$ cat src/rtl/rcs_pkg.sv
package rcs_pkg;
   typedef enum logic [1:0] {
      ST_LONG  = 2'd0,
      ST_SHORT = 2'd1,
      ST_REL   = 2'd2,
      ST_RUN   = 2'd3
   } seq_state_t;

   // requester index order is the priority order (0 wins)
   localparam int REQ_LVI   = 0;
   localparam int REQ_WDOG  = 1;
   localparam int REQ_ILOP  = 2;
   localparam int REQ_ILAD  = 3;
   localparam int REQ_PIN   = 4;
   localparam int NUM_REQ   = 5;
   localparam int NUM_CAUSE = NUM_REQ + 1;
endpackage

$ cat src/rtl/rcs_cause_arb.sv
module rcs_cause_arb #(
   parameter int N = 5
) (
   input  logic [N-1:0] req_i,
   output logic [N-1:0] grant_o,
   output logic         any_o
);
   logic [N:0] blocked;
   assign blocked[0] = 1'b0;

   for (genvar i = 0; i < N; i++) begin : g_prio
      assign blocked[i+1] = blocked[i] | req_i[i];
      assign grant_o[i]   = req_i[i] & ~blocked[i];
   end

   assign any_o = blocked[N];

   always_comb begin
      AST_GRANT_ONEHOT: assert ($onehot0(grant_o));
   end
endmodule

$ cat src/rtl/rcs_timer.sv
module rcs_timer #(
   parameter int LIMIT = 4096,
   localparam int CW   = (LIMIT > 1) ? $clog2(LIMIT) : 1
) (
   input  logic          clk_i,
   input  logic          rst_i,
   input  logic          clr_i,
   input  logic          inc_i,
   output logic [CW-1:0] cnt_o
);
   always_ff @(posedge clk_i or posedge rst_i) begin
      if (rst_i)      cnt_o <= '0;
      else if (clr_i) cnt_o <= '0;
      else if (inc_i) cnt_o <= cnt_o + 1'b1;
   end

   AST_TIMER_BOUND: assert property (@(posedge clk_i) disable iff (rst_i)
      inc_i && !clr_i |=> cnt_o != '0);
endmodule

$ cat src/rtl/rcs_busclk.sv
module rcs_busclk (
   input  logic clk_i,
   input  logic rst_i,
   input  logic en_i,
   output logic bus_o
);
   logic bus_q;

   always_ff @(posedge clk_i or posedge rst_i) begin
      if (rst_i)     bus_q <= 1'b0;
      else if (en_i) bus_q <= ~bus_q;
      else           bus_q <= 1'b0;
   end

   assign bus_o = bus_q;

   AST_GATED_LOW: assert property (@(posedge clk_i) disable iff (rst_i)
      !en_i |=> !bus_o);
   AST_DIV_TOGGLE: assert property (@(posedge clk_i) disable iff (rst_i)
      en_i |=> bus_o != $past(bus_o));
endmodule

$ cat src/rtl/rst_clk_seq.sv
module rst_clk_seq
   import rcs_pkg::*;
#(
   parameter int LONG_CYCLES  = 4096,
   parameter int SHORT_CYCLES = 32
) (
   input  logic                 clk_i,
   input  logic                 por_i,
   input  logic                 lvi_i,
   input  logic                 ill_op_i,
   input  logic                 ill_addr_i,
   input  logic                 wdog_i,
   input  logic                 pin_rst_n_i,
   output logic                 pin_drive_lo_o,
   output logic                 sys_rst_o,
   output logic                 bus_clk_o,
   output logic [NUM_CAUSE-1:0] cause_o
);
   localparam int REL_CYCLES = 2;
   localparam int CW = $clog2(LONG_CYCLES);

   if (SHORT_CYCLES < 2 || SHORT_CYCLES >= LONG_CYCLES) begin : g_bad_len
      $error("rst_clk_seq: need 2 <= SHORT_CYCLES < LONG_CYCLES");
   end
   if (LONG_CYCLES < 4) begin : g_bad_long
      $error("rst_clk_seq: LONG_CYCLES too small");
   end

   seq_state_t           state_q, state_d;
   logic [NUM_CAUSE-1:0] cause_q, cause_d;
   logic [NUM_REQ-1:0]   req, grant;
   logic                 any_req, tmr_clr;
   logic [CW-1:0]        cnt;

   assign req[REQ_LVI]  = lvi_i;
   assign req[REQ_WDOG] = wdog_i;
   assign req[REQ_ILOP] = ill_op_i;
   assign req[REQ_ILAD] = ill_addr_i;
   assign req[REQ_PIN]  = ~pin_rst_n_i;

   rcs_cause_arb #(.N(NUM_REQ)) arb_i (
      .req_i   (req),
      .grant_o (grant),
      .any_o   (any_req)
   );

   rcs_timer #(.LIMIT(LONG_CYCLES)) tmr_i (
      .clk_i (clk_i),
      .rst_i (por_i),
      .clr_i (tmr_clr),
      .inc_i (state_q != ST_RUN),
      .cnt_o (cnt)
   );

   always_comb begin
      state_d = state_q;
      cause_d = cause_q;
      unique case (state_q)
         ST_RUN: if (any_req) begin
            state_d = grant[REQ_LVI] ? ST_LONG : ST_SHORT;
            cause_d = {grant, 1'b0};
         end
         ST_LONG: if (!lvi_i && cnt == CW'(LONG_CYCLES - 1)) state_d = ST_REL;
         ST_SHORT: if (lvi_i) begin
            state_d = ST_LONG;
            cause_d = NUM_CAUSE'(1) << (REQ_LVI + 1);
         end else if (cnt == CW'(SHORT_CYCLES - 1)) state_d = ST_REL;
         ST_REL: if (lvi_i) begin
            state_d = ST_LONG;
            cause_d = NUM_CAUSE'(1) << (REQ_LVI + 1);
         end else if (cnt == CW'(REL_CYCLES - 1)) state_d = ST_RUN;
         default: state_d = ST_LONG;
      endcase
   end

   assign tmr_clr = (state_d != state_q) || (state_q == ST_LONG && lvi_i);

   always_ff @(posedge clk_i or posedge por_i) begin
      if (por_i) begin
         state_q <= ST_LONG;
         cause_q <= NUM_CAUSE'(1);
      end else begin
         state_q <= state_d;
         cause_q <= cause_d;
      end
   end

   rcs_busclk bclk_i (
      .clk_i (clk_i),
      .rst_i (por_i),
      .en_i  (state_d != ST_LONG),
      .bus_o (bus_clk_o)
   );

   assign pin_drive_lo_o = (state_q == ST_LONG) || (state_q == ST_SHORT);
   assign sys_rst_o      = (state_q != ST_RUN);
   assign cause_o        = cause_q;

   AST_PIN_IMPLIES_RST: assert property (@(posedge clk_i) disable iff (por_i)
      pin_drive_lo_o |-> sys_rst_o);
   AST_LONG_BUS_LOW: assert property (@(posedge clk_i) disable iff (por_i)
      state_q == ST_LONG |-> !bus_clk_o);
   AST_CAUSE_ONEHOT: assert property (@(posedge clk_i) disable iff (por_i)
      $countones(cause_o) == 1);
   AST_CAUSE_HELD: assert property (@(posedge clk_i) disable iff (por_i)
      state_q != ST_RUN && !lvi_i |=> $stable(cause_o));
   AST_LVI_NO_CAUSE: assert property (@(posedge clk_i) disable iff (por_i)
      state_q == ST_LONG |=> $stable(cause_o));
   AST_REL_GAP: assert property (@(posedge clk_i) disable iff (por_i)
      $fell(sys_rst_o) |-> !$past(pin_drive_lo_o) && !$past(pin_drive_lo_o, 2));
   AST_LVI_TO_LONG: assert property (@(posedge clk_i) disable iff (por_i)
      lvi_i |=> pin_drive_lo_o && !bus_clk_o);
endmodule

$ cat config.mk
export PLATFORM = sky130hd
export DESIGN_NAME = rst_clk_seq
export DESIGN_NICKNAME = d
export VERILOG_FILES = /design/src/rtl/rcs_pkg.sv /design/src/rtl/rcs_cause_arb.sv /design/src/rtl/rcs_timer.sv /design/src/rtl/rcs_busclk.sv /design/src/rtl/rst_clk_seq.sv
export SDC_FILE = /design/constraint.sdc
export NUM_CORES = 1
export LEC_CHECK = 0
export BUFFER_PORTS_ARGS = -buffer_cell sky130_fd_sc_hd__buf_2
export CORE_ASPECT_RATIO = 0.75
export CORE_MARGIN = 2
export CORE_UTILIZATION = 47
export DETAILED_ROUTE_END_ITERATION = 8
export PLACE_DENSITY_LB_ADDON = 0.12
export SYNTH_ARGS = -nofsm -noshare
export SYNTH_HDL_FRONTEND = slang
export SYNTH_SLANG_ARGS = --single-unit
$ cat constraint.sdc
create_clock -name clk_i -period 2.4 [get_ports clk_i]
set_input_delay 0.24 -clock clk_i [delete_from_list [all_inputs] [get_ports clk_i]]
set_output_delay 0.24 -clock clk_i [all_outputs]
set_load 0.1 [all_outputs]
# Word level (Yosys, flattened, before mapping)

Index checks and enable logic that the tools add are counted.

Muxes and demuxes: 14
Bitwise gates (word level): 14
Eq/ne operators: 10
Reduce and logical (&&, ||, !) cells: 11
Add/subtract/negate cells: 1

Operator list:

| operator                | number |
|---|---|
| $mux W12                | 2 |
| $add A12 B1 Y12 const B | 1 |
| $eq A12 B1 Y1 const B   | 1 |
| $eq A12 B12 Y1 const B  | 1 |
| $eq A12 B5 Y1 const B   | 1 |
| $mux W2                 | 6 |
| $mux W6                 | 2 |
| $pmux W6 S2             | 1 |
| $pmux W2 S4             | 1 |
| $not A1 Y1              | 6 |
| $reduce_bool A2 Y1      | 3 |
| $and A1 B1 Y1           | 4 |
| $eq A2 B2 Y1 const B    | 2 |
| $ne A2 B2 Y1 const B    | 2 |
| $or A1 B1 Y1            | 4 |
| $reduce_and A3 Y1       | 1 |
| $eq A2 B1 Y1 const B    | 1 |
| $logic_and A1 B1 Y1     | 2 |
| $logic_not A2 Y1        | 1 |
| $logic_or A1 B1 Y1      | 2 |
| $mux W1                 | 2 |
| $ne A2 B1 Y1 const B    | 1 |
| $ne A2 B2 Y1            | 1 |
| $reduce_or A2 Y1        | 1 |
| $logic_not A1 Y1        | 1 |

Register bits: 21
Word-level logic and storage cells: 54
Input port bits: 7

# Logic depth before layout (Yosys ltp)

Depth in word-level cells: 9
Depth in mapped cells: 8

# Cells and area by module

A second synthesis with hierarchy kept.

Cell total of the unflattened synthesis: 150
Area, all modules: 1357.6 um2

By module, submodules not included:

| module        | cells each | instances | area an instance (um2) | sequential area each (um2) |
|---|---|---|---|---|
| rst_clk_seq   | 78         | 1         | 644.4                  | 201.4 |
| rcs_timer     | 62         | 1         | 615.6                  | 300.3 |
| rcs_cause_arb | 7          | 1         | 55.1                   | 0.0 |
| rcs_busclk    | 3          | 1         | 42.5                   | 25.0 |

# Worst setup path before layout

Ideal clock, no wire load.

Kind: register -> register
From: reg tmr_i.cnt_o[7]
To: reg tmr_i.cnt_o[11]
Cell stages (with the launch flop): 7
Slack: 0.364 ns
Setup time: 0.136 ns
Clock period less this slack: 2.036 ns
Data arrival time: 1.900 ns
Cells stage by stage: dfrtp_1 -> or4_4 -> nor2_4 -> or4b_1 -> a21oi_2 -> buf_6 -> nor3_1

Cells in the longest elaborated chain, start to end: 7
Elaborated cells between the ends (all ways): 16
Classes of those cells: 1 x add/sub; 4 x eq/ne; 8 x mux; 3 x reduce/logical

RTL lines:

| element                                               | line                                                    | source |
|---|---|---|
| start: declaration                                    | rcs_timer.sv:9                                          | `output logic [CW-1:0] cnt_o` |
| start signal: assignment                              | rcs_timer.sv:14                                         | `else if (inc_i) cnt_o <= cnt_o + 1'b1;` |
| $eq A12 B1 Y1 (tied with other cells)                 | rst_clk_seq.sv:71                                       | `end else if (cnt == CW'(REL_CYCLES - 1)) state_d = ST_RUN;` |
| $mux W2 (tied with other cells)                       | rst_clk_seq.sv:71                                       |  |
| $mux W2, on equally long branches                     | rst_clk_seq.sv:68, rst_clk_seq.sv:63, rst_clk_seq.sv:64 |  |
| $pmux W2 S4                                           | rst_clk_seq.sv:58                                       | `unique case (state_q)` |
| $ne A2 B2 Y1                                          | rst_clk_seq.sv:76                                       | `assign tmr_clr = (state_d != state_q) \|\| (state_q == ST_LONG && lvi_i);` |
| $logic_or A1 B1 Y1                                    | rst_clk_seq.sv:76                                       |  |
| $mux W12 / $reduce_bool A2 Y1 (equally long branches) | n/a                                                     |  |

Several ways; a longest one is shown, not always the timed one. The select of a mux whose other input is x is not followed.
A chain may end at the register's enable or synchronous reset.

# Final worst setup path

From: reg tmr_i.cnt_o[7]
To: reg tmr_i.cnt_o[7]

Same word-level chain as after synthesis.

==> reports/metrics.yaml <==
status: "complete, no violations"
fillers: 237
track_usage_pct: 20.76
worstSetupEndpointType: "register"
synth-simple-area-share_pct: 23.74
diodes: 0
grt_pass1_vias: 1068
worst_pin_slew_ps: 765.3
rsz0062_at_grt: "no"
drive_gt1_share_pct: 22.00
viasPerCell: 5.645
initial_core_util_pct: 49.62
synth-adder-area-share_pct: 6.783
syn2layout_area_growth_pct: 12.98
cts.clk_slew.worst_paths_ps: 120
cts_setup_buffers: 0
syn_avg_cell_area_um2: 9.857
core_um2: 2603
power_per_cell_area_nw_per_um2: 1013
synth_flop_cell: "dfrtp_1"
syn_area_um2: 1291
max_slew_margin_pct: 48.93
place_ws_ps: 152.1
overflow: 0
final_cell_mix: "dfrtp_1 (19), buf_2 (15), nor3_1 (13), inv_1 (11), ha_1 (7)"
synth-xor-area-share_pct: 7.461
hpwl_mm: 2.069
slew_viol_final: 0
critPathKind: "register to register"
syn_inst: 131
numCtsBuffers: 3
period_needed_ps: 2218
seq_area_um2: 528.0
ys_seq_area_share_pct: 40.79
synth_enable_flop_cells: 0
root_buffer: "clkbuf_4"
fin_crit_sh_pct: 92.41
cap_violations: 0
synthArstFlopShare_pct: 100.0
fin_cells: 186
ios: 16
route.detailed.drc: 0
grt_max_degree: 22
worstSkewPairLatency_ps: 310
ys_ff_latch: 21
fp.dieW_um: 64.53
worstHoldPathType: "input pin to asynchronous set/reset pin"
placed_cells: 182
finalHoldViolations: 0
antenna_left: 0
cts.sinks: 21
drt_iter0_drc: 79
nNetsFinal: 165
avgRoutedWirePerCell_um: 14.69
worstRegToRegCells: 6
firstDrtPassIters: 5
r2r_slack_ps: 180
r2r_start: "tmr_i.cnt_o[7]"
die_y_um: 49.39
r2r-end: "tmr_i.cnt_o[7]"
vias: 1050
setup_tns_ps: 0
htreeDepth: 1
wirelength_mm: 2.733
fin_ws_ps: 182.1
worstPathArrival_ps: 2420
cp_max_fo: 12
irDropWorstVdd_v: 0.0006993
crit_path_start_kind: "register"
p_leak_nw: 0.6402
syn_nets: 145
cts_tree: "done"
grt_antenna_before_repair: 0
synth_top_family_by_area: "simple AND/OR/NAND/NOR gates"
skew_ps: 3.934
synthMuxAreaShare_pct: 0
clock_path_buffers: 2
required_ps: 2600
port_buffers: 15
grt_pass1_wl_mm: 5.188
finalSetupViolCount: 0
final_common_cell: "dfrtp_1"
dieArea_um2: 3187
synth-compound-area-share_pct: 16.18
multi_input_area_um2: 699.4
globalplace.congestion: 0.9078
rows: 16
synth.distinct_cells: 47
holdWs_ps: 46.52
max_freq_mhz: 450.9
ys_warn_count: 0
## cell families after synthesis
logic type	after synthesis
simple gates	51
compound gates	26
flops	21
buf+inv	15
xor+xnor	11
fa+ha+maj	7
## synthesized netlist by cell type (2+ instances only)
master    number  area, um2
ha_1           7      87.58
nand4_1        5      31.28
and2_1         3      18.77
nor4_1         4      25.02
o21ai_0        5      25.02
nand3_1        2      10.01
inv_1         11      41.29
xnor2_1        5      43.79
nand2_1        5      18.77
nor2_1         6      22.52
nor3_1        13      65.06
a21oi_1        3      15.01
xor2_1         6      52.55
dfrtp_1       20      500.5
a22o_1         3      26.28
clkbuf_1       2      7.510
## worst max-delay path, cell delays in order (launching register included)
cell and delay, ps:
dfrtp_1 440, or4_4 580, o41ai_1 470, o211ai_1 180
a21oi_2 220, buf_12 150, nor3_1 60
## how the worst max path moves through the flow
stage / from / to / slack (ps) / cells after the start
floorplan: tmr_i.cnt_o[7] / tmr_i.cnt_o[11] / 360 / 6
CTS: state_q[0] / tmr_i.cnt_o[7] / 110 / 8
detailed placement: state_q[0] / tmr_i.cnt_o[7] / 150 / 8
finish: tmr_i.cnt_o[7] / tmr_i.cnt_o[7] / 180 / 6
global placement: tmr_i.cnt_o[7] / tmr_i.cnt_o[8] / 210 / 6
global route: state_q[1] / pin_drive_lo_o / 40 / 5
## where the power goes
part	internal (W)	switching, W
combinational	0.000206	0.000596
sequential	0.000427	0.0000745
clock	0.0000622	0.000112
## sequential cells by signal, summed over array words and instances (netlist names)
| register | count |
|---|---|
| tmr_i.cnt_o | 12 |
| cause_o | 6 |
| state_q | 2 |
| bclk_i.bus_o | 1 |
## timing repair
item,CTS,global route
endpoints found under the setup margin,0,3
hold buffers,0,0
resized for setup,0,1
## layer usage
metal	GRT usage, %	share of wire, %	vias up
met5	0	0	-
met4	3.546	0.44	0
met3	5.774	5.3	2
met2	30.03	44	30
met1	31.28	51	495
li1	-	-	523
## final cells by class
type / instances / share of cell area [%]
multi-input cells: 95 / 47.94
flip-flops and latches: 21 / 36.19
repair buffers: 19 / 8.062
well taps: 36 / 3.087
inverters: 11 / 2.830
clock buffers: 3 / 1.544
clock inverters: 1 / 0.3431
## through the flow
stage                     utilization [%]  total power, W  cell area, um2
after floorplan                         -        0.001154            1291
after global routing                56.06        0.001572            1459
after CTS                           56.01        0.001489            1458
final                               56.06        0.001478            1459
after detailed placement            54.95        0.001309            1430
after global placement              54.95        0.001304            1430
No activity file was read; power rests on OpenSTA's default activity.
